**config.mk**
```make
export PLATFORM = sky130hd
export DESIGN_NAME = uart_brk_tx
export DESIGN_NICKNAME = d
export VERILOG_FILES = /design/src/rtl/ubt_pkg.sv /design/src/rtl/ubt_fifo.sv /design/src/rtl/ubt_serializer.sv /design/src/rtl/uart_brk_tx.sv
export SDC_FILE = /design/constraint.sdc
export NUM_CORES = 1
export LEC_CHECK = 0
export BUFFER_PORTS_ARGS = -buffer_cell sky130_fd_sc_hd__buf_2
export CORE_MARGIN = 4
export CORE_UTILIZATION = 40
export DETAILED_ROUTE_END_ITERATION = 7
export HOLD_SLACK_MARGIN = 0.08
export PLACE_DENSITY = 0.66
export SKIP_CTS_REPAIR_TIMING = 1
export SLEW_MARGIN = 30
export SYNTH_ARGS = -nofsm -noshare
export SYNTH_HDL_FRONTEND = slang
export SYNTH_SLANG_ARGS = --single-unit
```
**constraint.sdc**
```tcl
create_clock -name clk -period 7.8 [get_ports clk]
set_input_delay 1.17 -clock clk [delete_from_list [all_inputs] [get_ports clk]]
set_output_delay 1.17 -clock clk [all_outputs]
set_load 0.02 [all_outputs]
```
**src/rtl/ubt_pkg.sv**
```systemverilog
package ubt_pkg;
    typedef enum logic [1:0] {
        ST_IDLE  = 2'd0,
        ST_START = 2'd1,
        ST_DATA  = 2'd2,
        ST_STOP  = 2'd3
    } tx_state_e;
endpackage

```
**src/rtl/ubt_fifo.sv**
```systemverilog
module ubt_fifo #(
    parameter int W     = 8,
    parameter int DEPTH = 16,
    parameter int LVL_W = $clog2(DEPTH + 1)
) (
    input  logic             clk,
    input  logic             rst_n,
    input  logic             wr_en,
    input  logic [W-1:0]     wr_data,
    input  logic             rd_en,
    output logic [W-1:0]     rd_data,
    output logic [LVL_W-1:0] level,
    output logic             wr_ok
);
    localparam int AW = $clog2(DEPTH);

    logic [W-1:0]  mem [DEPTH];
    logic [AW-1:0] wptr, rptr;
    logic          rd_ok;

    assign wr_ok   = wr_en && (level != LVL_W'(DEPTH));
    assign rd_ok   = rd_en && (level != '0);
    assign rd_data = mem[rptr];

    always_ff @(posedge clk) begin
        if (wr_ok) mem[wptr] <= wr_data;
    end

    always_ff @(posedge clk or negedge rst_n) begin
        if (!rst_n) begin
            wptr  <= '0;
            rptr  <= '0;
            level <= '0;
        end else begin
            if (wr_ok) wptr <= (wptr == AW'(DEPTH - 1)) ? '0 : wptr + 1'b1;
            if (rd_ok) rptr <= (rptr == AW'(DEPTH - 1)) ? '0 : rptr + 1'b1;
            level <= level + LVL_W'(wr_ok) - LVL_W'(rd_ok);
        end
    end


    no_overflow_chk: assert property (@(posedge clk) disable iff (!rst_n)
        (level == LVL_W'(DEPTH) && wr_en && !rd_en) |=> (level == LVL_W'(DEPTH)));
endmodule

```
**src/rtl/ubt_serializer.sv**
```systemverilog
module ubt_serializer #(
    parameter int W   = 8,
    parameter int OVS = 16
) (
    input  logic         clk,
    input  logic         rst_n,
    input  logic         baud_tick,
    input  logic         tx_en,
    input  logic         fifo_has,
    input  logic [W-1:0] fifo_data,
    output logic         pop,
    output logic         ser_bit,
    output logic         frame_done
);
    import ubt_pkg::*;

    localparam int TCW = (OVS > 1) ? $clog2(OVS) : 1;
    localparam int BCW = (W > 1) ? $clog2(W) : 1;

    tx_state_e      state, state_nx;
    logic [TCW-1:0] tick_cnt;
    logic [BCW-1:0] bit_idx;
    logic [W-1:0]   shreg;
    logic           bit_end;

    assign bit_end = baud_tick && (tick_cnt == TCW'(OVS - 1));

    always_comb begin
        state_nx = state;
        unique case (state)
            ST_IDLE:  if (tx_en && fifo_has) state_nx = ST_START;
            ST_START: if (bit_end) state_nx = ST_DATA;
            ST_DATA:  if (bit_end && bit_idx == BCW'(W - 1)) state_nx = ST_STOP;
            ST_STOP:  if (bit_end) state_nx = ST_IDLE;
        endcase
        if (!tx_en) state_nx = ST_IDLE;
    end

    always_ff @(posedge clk or negedge rst_n) begin
        if (!rst_n) state <= ST_IDLE;
        else        state <= state_nx;
    end

    always_ff @(posedge clk or negedge rst_n) begin
        if (!rst_n) begin
            tick_cnt <= '0;
            bit_idx  <= '0;
            shreg    <= '0;
        end else if (!tx_en) begin
            tick_cnt <= '0;
            bit_idx  <= '0;
            shreg    <= '0;
        end else if (pop) begin
            shreg    <= fifo_data;
            tick_cnt <= '0;
            bit_idx  <= '0;
        end else if (state != ST_IDLE && baud_tick) begin
            if (bit_end) begin
                tick_cnt <= '0;
                if (state == ST_DATA) begin
                    shreg   <= shreg >> 1;
                    bit_idx <= (bit_idx == BCW'(W - 1)) ? '0 : bit_idx + 1'b1;
                end
            end else begin
                tick_cnt <= tick_cnt + 1'b1;
            end
        end
    end

    always_comb begin
        pop        = 1'b0;
        frame_done = 1'b0;
        ser_bit    = 1'b1;
        unique case (state)
            ST_IDLE:  pop = tx_en && fifo_has;
            ST_START: ser_bit = 1'b0;
            ST_DATA:  ser_bit = shreg[0];
            ST_STOP:  frame_done = bit_end && tx_en;
        endcase
    end


    abort_idle_chk: assert property (@(posedge clk) disable iff (!rst_n)
        !tx_en |=> (state == ST_IDLE));

    idle_hold_chk: assert property (@(posedge clk) disable iff (!rst_n)
        (state == ST_IDLE && !(tx_en && fifo_has)) |=> (state == ST_IDLE));

    no_tick_hold_chk: assert property (@(posedge clk) disable iff (!rst_n)
        (tx_en && !baud_tick && state != ST_IDLE) |=> $stable(state));
endmodule

```
**src/rtl/uart_brk_tx.sv**
```systemverilog
module uart_brk_tx #(
    parameter int DATA_W     = 8,
    parameter int FIFO_DEPTH = 16,
    parameter int OVS        = 16,
    parameter int LVL_W      = $clog2(FIFO_DEPTH + 1)
) (
    input  logic              clk,
    input  logic              rst_n,
    input  logic              baud_tick,
    input  logic              wr_en,
    input  logic [DATA_W-1:0] wr_data,
    input  logic              tx_en,
    input  logic              port_dir,
    input  logic              port_dat,
    input  logic [LVL_W-1:0]  empty_thr,
    output logic              txd,
    output logic              txd_oe,
    output logic              fifo_empty,
    output logic              tx_end
);
    logic [DATA_W-1:0] head;
    logic [LVL_W-1:0]  level;
    logic              wr_ok, pop, ser_bit, frame_done;

    ubt_fifo #(.W(DATA_W), .DEPTH(FIFO_DEPTH), .LVL_W(LVL_W)) u_fifo (
        .clk(clk), .rst_n(rst_n), .wr_en(wr_en), .wr_data(wr_data),
        .rd_en(pop), .rd_data(head), .level(level), .wr_ok(wr_ok)
    );

    ubt_serializer #(.W(DATA_W), .OVS(OVS)) u_ser (
        .clk(clk), .rst_n(rst_n), .baud_tick(baud_tick), .tx_en(tx_en),
        .fifo_has(level != '0), .fifo_data(head), .pop(pop),
        .ser_bit(ser_bit), .frame_done(frame_done)
    );

    always_ff @(posedge clk or negedge rst_n) begin
        if (!rst_n)                          tx_end <= 1'b1;
        else if (wr_ok)                      tx_end <= 1'b0;
        else if (frame_done && level == '0)  tx_end <= 1'b1;
    end

    assign fifo_empty = (level <= empty_thr);
    assign txd        = tx_en ? ser_bit : (port_dir ? port_dat : 1'b1);
    assign txd_oe     = tx_en | port_dir;


    end_clear_chk: assert property (@(posedge clk) disable iff (!rst_n)
        wr_ok |=> !tx_end);

    end_set_chk: assert property (@(posedge clk) disable iff (!rst_n)
        $rose(tx_end) |-> (level == '0));
endmodule

```
-- Word level (Yosys, flattened, before mapping)
Memory sizes are Yosys's and may differ from the RTL's.
Cells that the tools add are included.
- register bits after elaboration: 31
- RAM bits: 128
- output and inout bits: 4
- logic and storage cells: 79
- memories kept: 1
- memory list (memory ; depth ; width ; rd ports ; clocked after Yosys merged registers in ; wr ports ; line ; source):
    u_fifo.mem ; 16 ; 8 ; 1 ; 0 ; 1 ; ubt_fifo.sv:17 ; logic [W-1:0] mem [DEPTH];
- add/sub/neg operators: 6
- $lt $le $gt $ge: 1
- equality and inequality tests: 15
- muxes and demuxes: 32
- bitwise operators: 1
- reduce and logical (&&, ||, !) cells: 15
- operators by type and width (operator ; count):
    $mux W8 ; 5
    $mux W4 ; 6
    $mux W3 ; 6
    $add A4 B1 Y4 const B ; 3
    $eq A4 B4 Y1 const B ; 3
    $ne A3 B2 Y1 const B ; 4
    $mux W2 ; 5
    $ne A3 B1 Y1 const B ; 3
    $logic_and A1 B1 Y1 ; 8
    $mux W1 ; 8
    $pmux W2 S4 ; 1
    $add A5 B1 Y5 ; 1
    $le A5 B5 Y1 ; 1
    $logic_not A5 Y1 ; 1
    $ne A5 B5 Y1 const B ; 1
    $reduce_bool A5 Y1 ; 1
    $sub A5 B1 Y5 ; 1
    $eq A2 B2 Y1 const B ; 2
    $reduce_and A4 Y1 ; 1
    $reduce_bool A2 Y1 ; 2
    $add A3 B1 Y3 const B ; 1
    $eq A3 B3 Y1 const B ; 1
    $reduce_and A3 Y1 ; 1
    $eq A2 B1 Y1 const B ; 1
    other kinds (3) ; 3

-- Logic depth before layout (Yosys ltp)
Gate-level depths: netlist (run 1).
- depth after elaboration: 7
- depth in mapped cells: 15

-- Modules after synthesis
Synthesis (run 1) repeated with hierarchy kept, for this count alone.
- cell total of the unflattened synthesis: 431
- area, all modules: 6904.1 sq um
- modules (own cells, without submodules) (module ; times used ; cells each ; area an instance (sq um) ; sequential area each (sq um)):
    ubt_fifo ; 1 ; 309 ; 5785.5 ; 4169.0
    ubt_serializer ; 1 ; 95 ; 923.4 ; 425.4
    uart_brk_tx ; 1 ; 27 ; 195.2 ; 26.3

-- Least setup slack after synthesis (run 1)
Ideal clock, no wire load.
- kind: input -> output
- start: in empty_thr[1]
- end: out fifo_empty
- data arrival time: 2421 ps
- setup slack: 4209 ps
- stages on the path: 7
- path buffers: 0
- cell sequence: inv_1 > ha_1 > nor2b_1 > o21a_1 > o21a_1 > o21a_1 > o22ai_1
- longest elaborated chain between the ends: 1
- ends and longest elaborated chain (element ; line ; source):
    start, declared ; uart_brk_tx.sv:15 ; input logic [LVL_W-1:0] empty_thr,
    $le A5 B5 Y1 ; uart_brk_tx.sv:42 ; assign fifo_empty = (level <= empty_thr);
    end, declared ; uart_brk_tx.sv:18 ; output logic fifo_empty,
No other way between the ends.

-- Worst setup path in the final report (run 1)
Same ends and word-level chain as after synthesis.

==> results.md, run 1 <==
- Post-synth top area cell: edfxtp_1
- Netlist cell types: 47
- Seq/Total Area, Yosys: 66.6%
- Max-slew headroom: 43.8%
- First-pass GRT wire length: 20900 µm
- Grt ovf: 0
- Warnings from Yosys: 0
- Antenna Nets Post-Route: 0
- Syn Inst Count: 432
- Violation count after the first detailed-route iteration: 306
- Asr flop ratio synth: 19.5%
- Chip height: 140 µm
- Most common cell after layout, fill and taps aside: edfxtp_1
- Number of synthesized flops with an enable pin: 128
- # diodes: 0
- Fin crit share: 47.0%
- Die W: 140 µm
- Crit path max fanout: 2
- Leak pwr: 2.85 nW
- Routed len/inst: 18.8 µm
- TritonRoute pass-1 iters: 5
- Status: complete, no violations
- Ratio of cells with drive above 1 in the final layout: 15.4%
- Post-layout nets: 501
- Avg Inst Size Synth: 16.1 µm²
- Final Hold Viols: 0
- Hold-critical path depth: 2
- Path type of the worst setup path: in -> out
- Worst-skew pair later-pin latency: 0.42 ns
- FILL cells: 1439
- Dominant synthesized flop cell: edfxtp_1
- Max-cap viol count: 0
- Die ar.: 0.0195 mm²
- Synth area leaders: edfxtp_1, dfrtp_1, mux4_1
- All-Layer GR Usage: 14.0%
- Vias per cell: 5.31
- Worst Skew: 0.00792 ns
- Placed insts: 658
- PortBufs: 23
- Data required, critical path: 6.63 ns
- Area of the mapped netlist: 0.00693 mm²
- Drt total wl: 12900 µm
- VDD IR max: 0.190 mV
- Fmax: 0.273 GHz
- Largest stage delay, worst path: 0.29 ns
- WHS: 0.533 ns
- Largest net degree at the start of global routing: 45
- Most used cell, CP: o21a_1
- Post-synth top area share: 55.4%
- Initial antenna violation count: 0
- DRC: 0
- Post-synthesis register bit count: 159
- Setup TNS Final: 0 ns
- Placed wire-length estimate: 8290 µm
- Placeable core region: 0.0168 mm²
- Minimum clock period: 3.66 ns
- Placer Congestion: 0.748
- Final Max Tran Viols: 0
- CTS Buffer Depth: 2
- CTS buffer count: 17
- H-tree depth: 4
- Clock-pin slew on the worst setup and hold paths: 0.06 ns
- Clk sinks: 159
- RSZ-0062 raised after global routing: false
- Row cnt: 47
- CP Data Arrival Time: 2.49 ns
- Critical Path Sink Type: output pin
- Final setup vio count: 0
- Vias in the first global route: 3775
- Crit start category: primary input
- Layout Cells excl Fill: 689
- TritonCTS clock tree: built
- CP max stage cell: ha_1
- Hold crit path type: reg -> reg
- Starting Density: 41.4%
- Root buf cell: clkbuf_16
- Area Overhead vs Synth: 12.0%
- Syn nets: 476
- Slew @ Worst Pin: 0.843 ns
- Most frequent cells in the layout: edfxtp_1, mux2i_1, nor2_1, dfrtp_1
- Cell Pwr Density: 336 mW/mm²
- R2R depth: 15
- Vias: 3661
- Num ports: 24
- Worst path cell trace: buf_2 -> inv_1 -> ha_1 -> nor2b_1 -> o21a_1 -> o21a_1 -> o21a_1 -> o22ai_1 -> buf_2
==> kinds of logic (layout without fill, tap and decap cells) <==
group                    after synthesis  count (layout)  synth area share [%]
flip-flops                           159             159                  66.6
AND/OR/NAND/NOR                       90              90                  6.42
multiplexers                          58              58                  13.7
AO/OA/AOI/OAI                         52              52                  4.93
buffers and inverters                 42              79                  3.03
adder cells (fa/ha/maj)               24              24                  4.44
XOR/XNOR                               7               7                 0.884
==> area by class of cell <==
class | count | area, µm² | area share (%)
Multi-Input combinational cell | 231 | 2120 | 27.3
Clock inverter | 14 | 95.1 | 1.22
Inverter | 21 | 78.8 | 1.02
Timing Repair Buffer | 27 | 145 | 1.87
Sequential cell | 159 | 4620 | 59.5
Clock buffer | 17 | 425 | 5.48
Tap cell | 220 | 275 | 3.54
==> worst max-delay path, delay by kind of cell <==
family	cells	cell delay (ns)
buffers and inverters	3	0.30
AND/OR/NAND/NOR	1	0.13
adder cells (fa/ha/maj)	1	0.29
AO/OA/AOI/OAI	4	0.61
==> state kept, by name, indices dropped and copies added, names as in the netlist <==
signal          flops
u_fifo.mem        128
u_ser.shreg         8
u_fifo.level        5
u_fifo.rptr         4
u_fifo.wptr         4
u_ser.tick_cnt      4
u_ser.bit_idx       3
u_ser.state         2
tx_end              1
==> Yosys cell counts (2+ instances only) <==
cell,n
a21o_1,2
a21oi_1,18
a221o_1,7
a311oi_1,2
and2_1,3
and3_1,7
and4_1,3
buf_2,5
buf_4,2
buf_6,3
clkbuf_1,9
dfrtp_1,30
edfxtp_1,128
ha_1,23
inv_1,21
mux2i_1,32
mux4_1,14
mux4_2,11
nand2_1,19
nand2b_1,3
nand3_1,6
nor2_1,28
nor2b_1,4
nor3_1,8
nor3b_1,3
o21a_1,3
o21ai_0,12
or3_1,2
xnor2_1,5
xor2_1,2
==> layer usage <==
| metal | GRT usage [%] | wire (µm) | share of wire, % | vias up |
|---|---|---|---|---|
| li1 | - | - | - | 1716 |
| met1 | 18.8 | 5660 | 44 | 1860 |
| met2 | 22.6 | 6620 | 51 | 80 |
| met3 | 3.46 | 613 | 4.7 | 5 |
| met4 | 4.28 | 42 | 0.32 | 0 |
| met5 | 0 | 0 | 0 | - |
==> power breakdown <==
part / leakage (nW) / switching (mW) / internal (mW)
Combinational: 1.05 / 0.407 / 0.339
Clock: 0.251 / 0.323 / 0.404
Sequential: 1.55 / 0.103 / 1.03
Total: 2.85 / 0.832 / 1.78
==> final timing paths <==
check,start,endpoint,slack (ns)
max,empty_thr[1],fifo_empty,4.14
min,u_ser.bit_idx[2],u_ser.bit_idx[2],0.53
max reg2reg,u_fifo.level[3],u_fifo.level[4],4.46
min reg2reg,u_ser.bit_idx[2],u_ser.bit_idx[2],0.53
max in group asynchronous,rst_n,u_fifo.rptr[0],6.47
min in group asynchronous,rst_n,u_ser.tick_cnt[3],0.81
==> metrics by stage <==
| stage | instance area [µm²] | setup WS [ns] | util [%] | power, mW |
|---|---|---|---|---|
| floorplan | 6930 | 4.21 | - | 1.73 |
| global placement | 7230 | 4.19 | 43.1 | 1.87 |
| detailed placement | 7240 | 4.14 | 43.2 | 1.91 |
| CTS | 7760 | 4.14 | 46.3 | 2.64 |
| global route | 7760 | 4.07 | 46.3 | 2.77 |
| finish | 7760 | 4.14 | 46.3 | 2.61 |
Note: power is estimated with default switching activity, not from simulation.
==> inputs of run 2 (changes only) <==
==> constraint.sdc (replaced) <==
create_clock -name clk -period 3.4 [get_ports clk]
set_input_delay 0.51 -clock clk [delete_from_list [all_inputs] [get_ports clk]]
set_output_delay 0.51 -clock clk [all_outputs]
set_load 0.02 [all_outputs]
==> run 2 against run 1 <==
  * Hold slack worse by 0.39 ns
  * Non-clock buffer count up 4
  * Highest routed layer unchanged
  * Die area stayed put
  * Critical path type is now reg -> reg
==> results.md, run 2 (synthesis gave the netlist of run 1 again) <==
- Status: complete, no violations
- Largest net degree at the start of global routing: 38
- Setup TNS Final: 0 ns
- Vias in the first global route: 3762
- Final Max Tran Viols: 0
- Violation count after the first detailed-route iteration: 204
- Initial antenna violation count: 0
- Placer Congestion: 0.765
- Grt ovf: 0
- Final Hold Viols: 0
- Clock share of power: 28.8%
- # diodes: 0
- Crit start category: flip-flop
- Placeable core region: 0.0168 mm²
- Net Sw Power: 1.97 mW
- Fin crit share: 84.4%
- PortBufs: 23
- Die ar.: 0.0195 mm²
- Die W: 140 µm
- Most common cell after layout, fill and taps aside: edfxtp_1
- TritonRoute pass-1 iters: 5
- Drt total wl: 12800 µm
- Cell Pwr Density: 779 mW/mm²
- Leak pwr: 2.88 nW
- Worst-skew pair later-pin latency: 0.42 ns
- Post-layout nets: 505
- Starting Density: 41.4%
- CTS buffer count: 17
- Crit path max fanout: 5
- Power Total: 6.09 mW
- Path type of the worst setup path: reg -> reg
- Placed wire-length estimate: 8230 µm
- Max-slew headroom: 49.7%
- Power Internal: 4.13 mW
- Top flop regs: u_fifo.mem (128), u_ser.shreg (8), u_fifo.level (5)
- Vias per cell: 5.29
- Worst Skew: 0.0130 ns
- Critical Path Sink Type: flip-flop
- Row cnt: 47
- DRC: 0
- Clk sinks: 159
- Chip height: 140 µm
- Vias: 3672
- CTS Buffer Depth: 2
- Comb pwr share: 28.1%
- Data required, critical path: 3.70 ns
- Final setup vio count: 0
- Slew @ Worst Pin: 0.752 ns
- VDD IR max: 0.509 mV
- Antenna Nets Post-Route: 0
- H-tree depth: 4
- Root buf cell: clkbuf_16
- Clock-pin slew on the worst setup and hold paths: 0.06 ns
- Hold crit path type: in -> async
- All-Layer GR Usage: 13.8%
- Sw Ratio: 32.3%
- Num ports: 24
- FILL cells: 1403
- RSZ-0062 raised after global routing: false
- First-pass GRT wire length: 20500 µm
- Area Overhead vs Synth: 12.9%
- Minimum clock period: 2.87 ns
- Sequential share of power: 43.1%
- Ratio of cells with drive above 1 in the final layout: 16.9%
- Max-cap viol count: 0
- CP Data Arrival Time: 3.17 ns
- Largest Register: u_fifo.mem
- TritonCTS clock tree: built
- Fmax: 0.349 GHz
- Routed len/inst: 18.4 µm
- Most frequent cells in the layout: edfxtp_1, mux2i_1, nor2_1, dfrtp_1
- Largest register FFs: 128
-- run 2: metrics by stage --
step                hold slack (ns)  cell area (µm²)  instances  util, %  worst slack, ns
finish                        0.146             7830        694     46.7            0.531
CTS                           0.144             7830        694     46.7            0.504
detailed placement            0.515             7270        662     43.4            0.537
global route                  0.187             7830        694     46.7            0.361
global placement              0.509             7270        662     43.4            0.620
floorplan                     0.214             6930        432        -            0.703
-- run 2: metal layers --
metal	track usage, %	routed length [µm]	vias up
li1	-	-	1728
met1	18.1	5780	1849
met2	22.5	6340	81
met3	3.43	484	14
met4	4.64	148	0
met5	0	0	-
-- run 2: final cells by class --
type | instances | area (µm²) | share of cell area [%]
clock inverters | 15 | 128 | 1.63
flip-flops and latches | 159 | 4620 | 59.1
repair buffers | 31 | 188 | 2.40
well taps | 220 | 275 | 3.52
multi-input cells | 231 | 2110 | 26.9
inverters | 21 | 78.8 | 1.01
clock buffers | 17 | 425 | 5.44
-- run 2: path summary, 6_finish.rpt --
path	start	endpoint	slack, ns	cells after the start
worst max-delay path	u_fifo.level[2]	u_fifo.level[4]	0.53	15
worst min-delay path	rst_n	u_ser.tick_cnt[3]	0.15	1
worst max register to register	u_fifo.level[2]	u_fifo.level[4]	0.53	15
worst min register to register	u_ser.bit_idx[2]	u_ser.bit_idx[2]	0.53	2
max in group asynchronous	rst_n	u_fifo.rptr[0]	2.75	1
min in group clk	tx_en	u_ser.state[0]	0.40	2
-- run 2: power groups by stage --
stage	logic, mW	clock network (mW)	registers [mW]
final	1.71	1.76	2.63
after CTS	1.74	1.79	2.63
after floorplan	1.47	0	2.49
after detailed placement	1.72	0	2.67
after global routing	1.90	1.89	2.66
after global placement	1.68	0	2.65
-- run 2: critical path, cell delays in order, from the launching register on --
cell and delay (ns):
dfrtp_1 0.40, inv_1 0.09, ha_1 0.16, or4b_1 0.51, nand3_1 0.15, inv_1 0.11, ha_1 0.28, inv_1 0.06
ha_1 0.15, inv_1 0.06, fa_1 0.40, inv_1 0.07, a21oi_1 0.06, nor2_1 0.09, nor2_1 0.06, xnor2_1 0.12
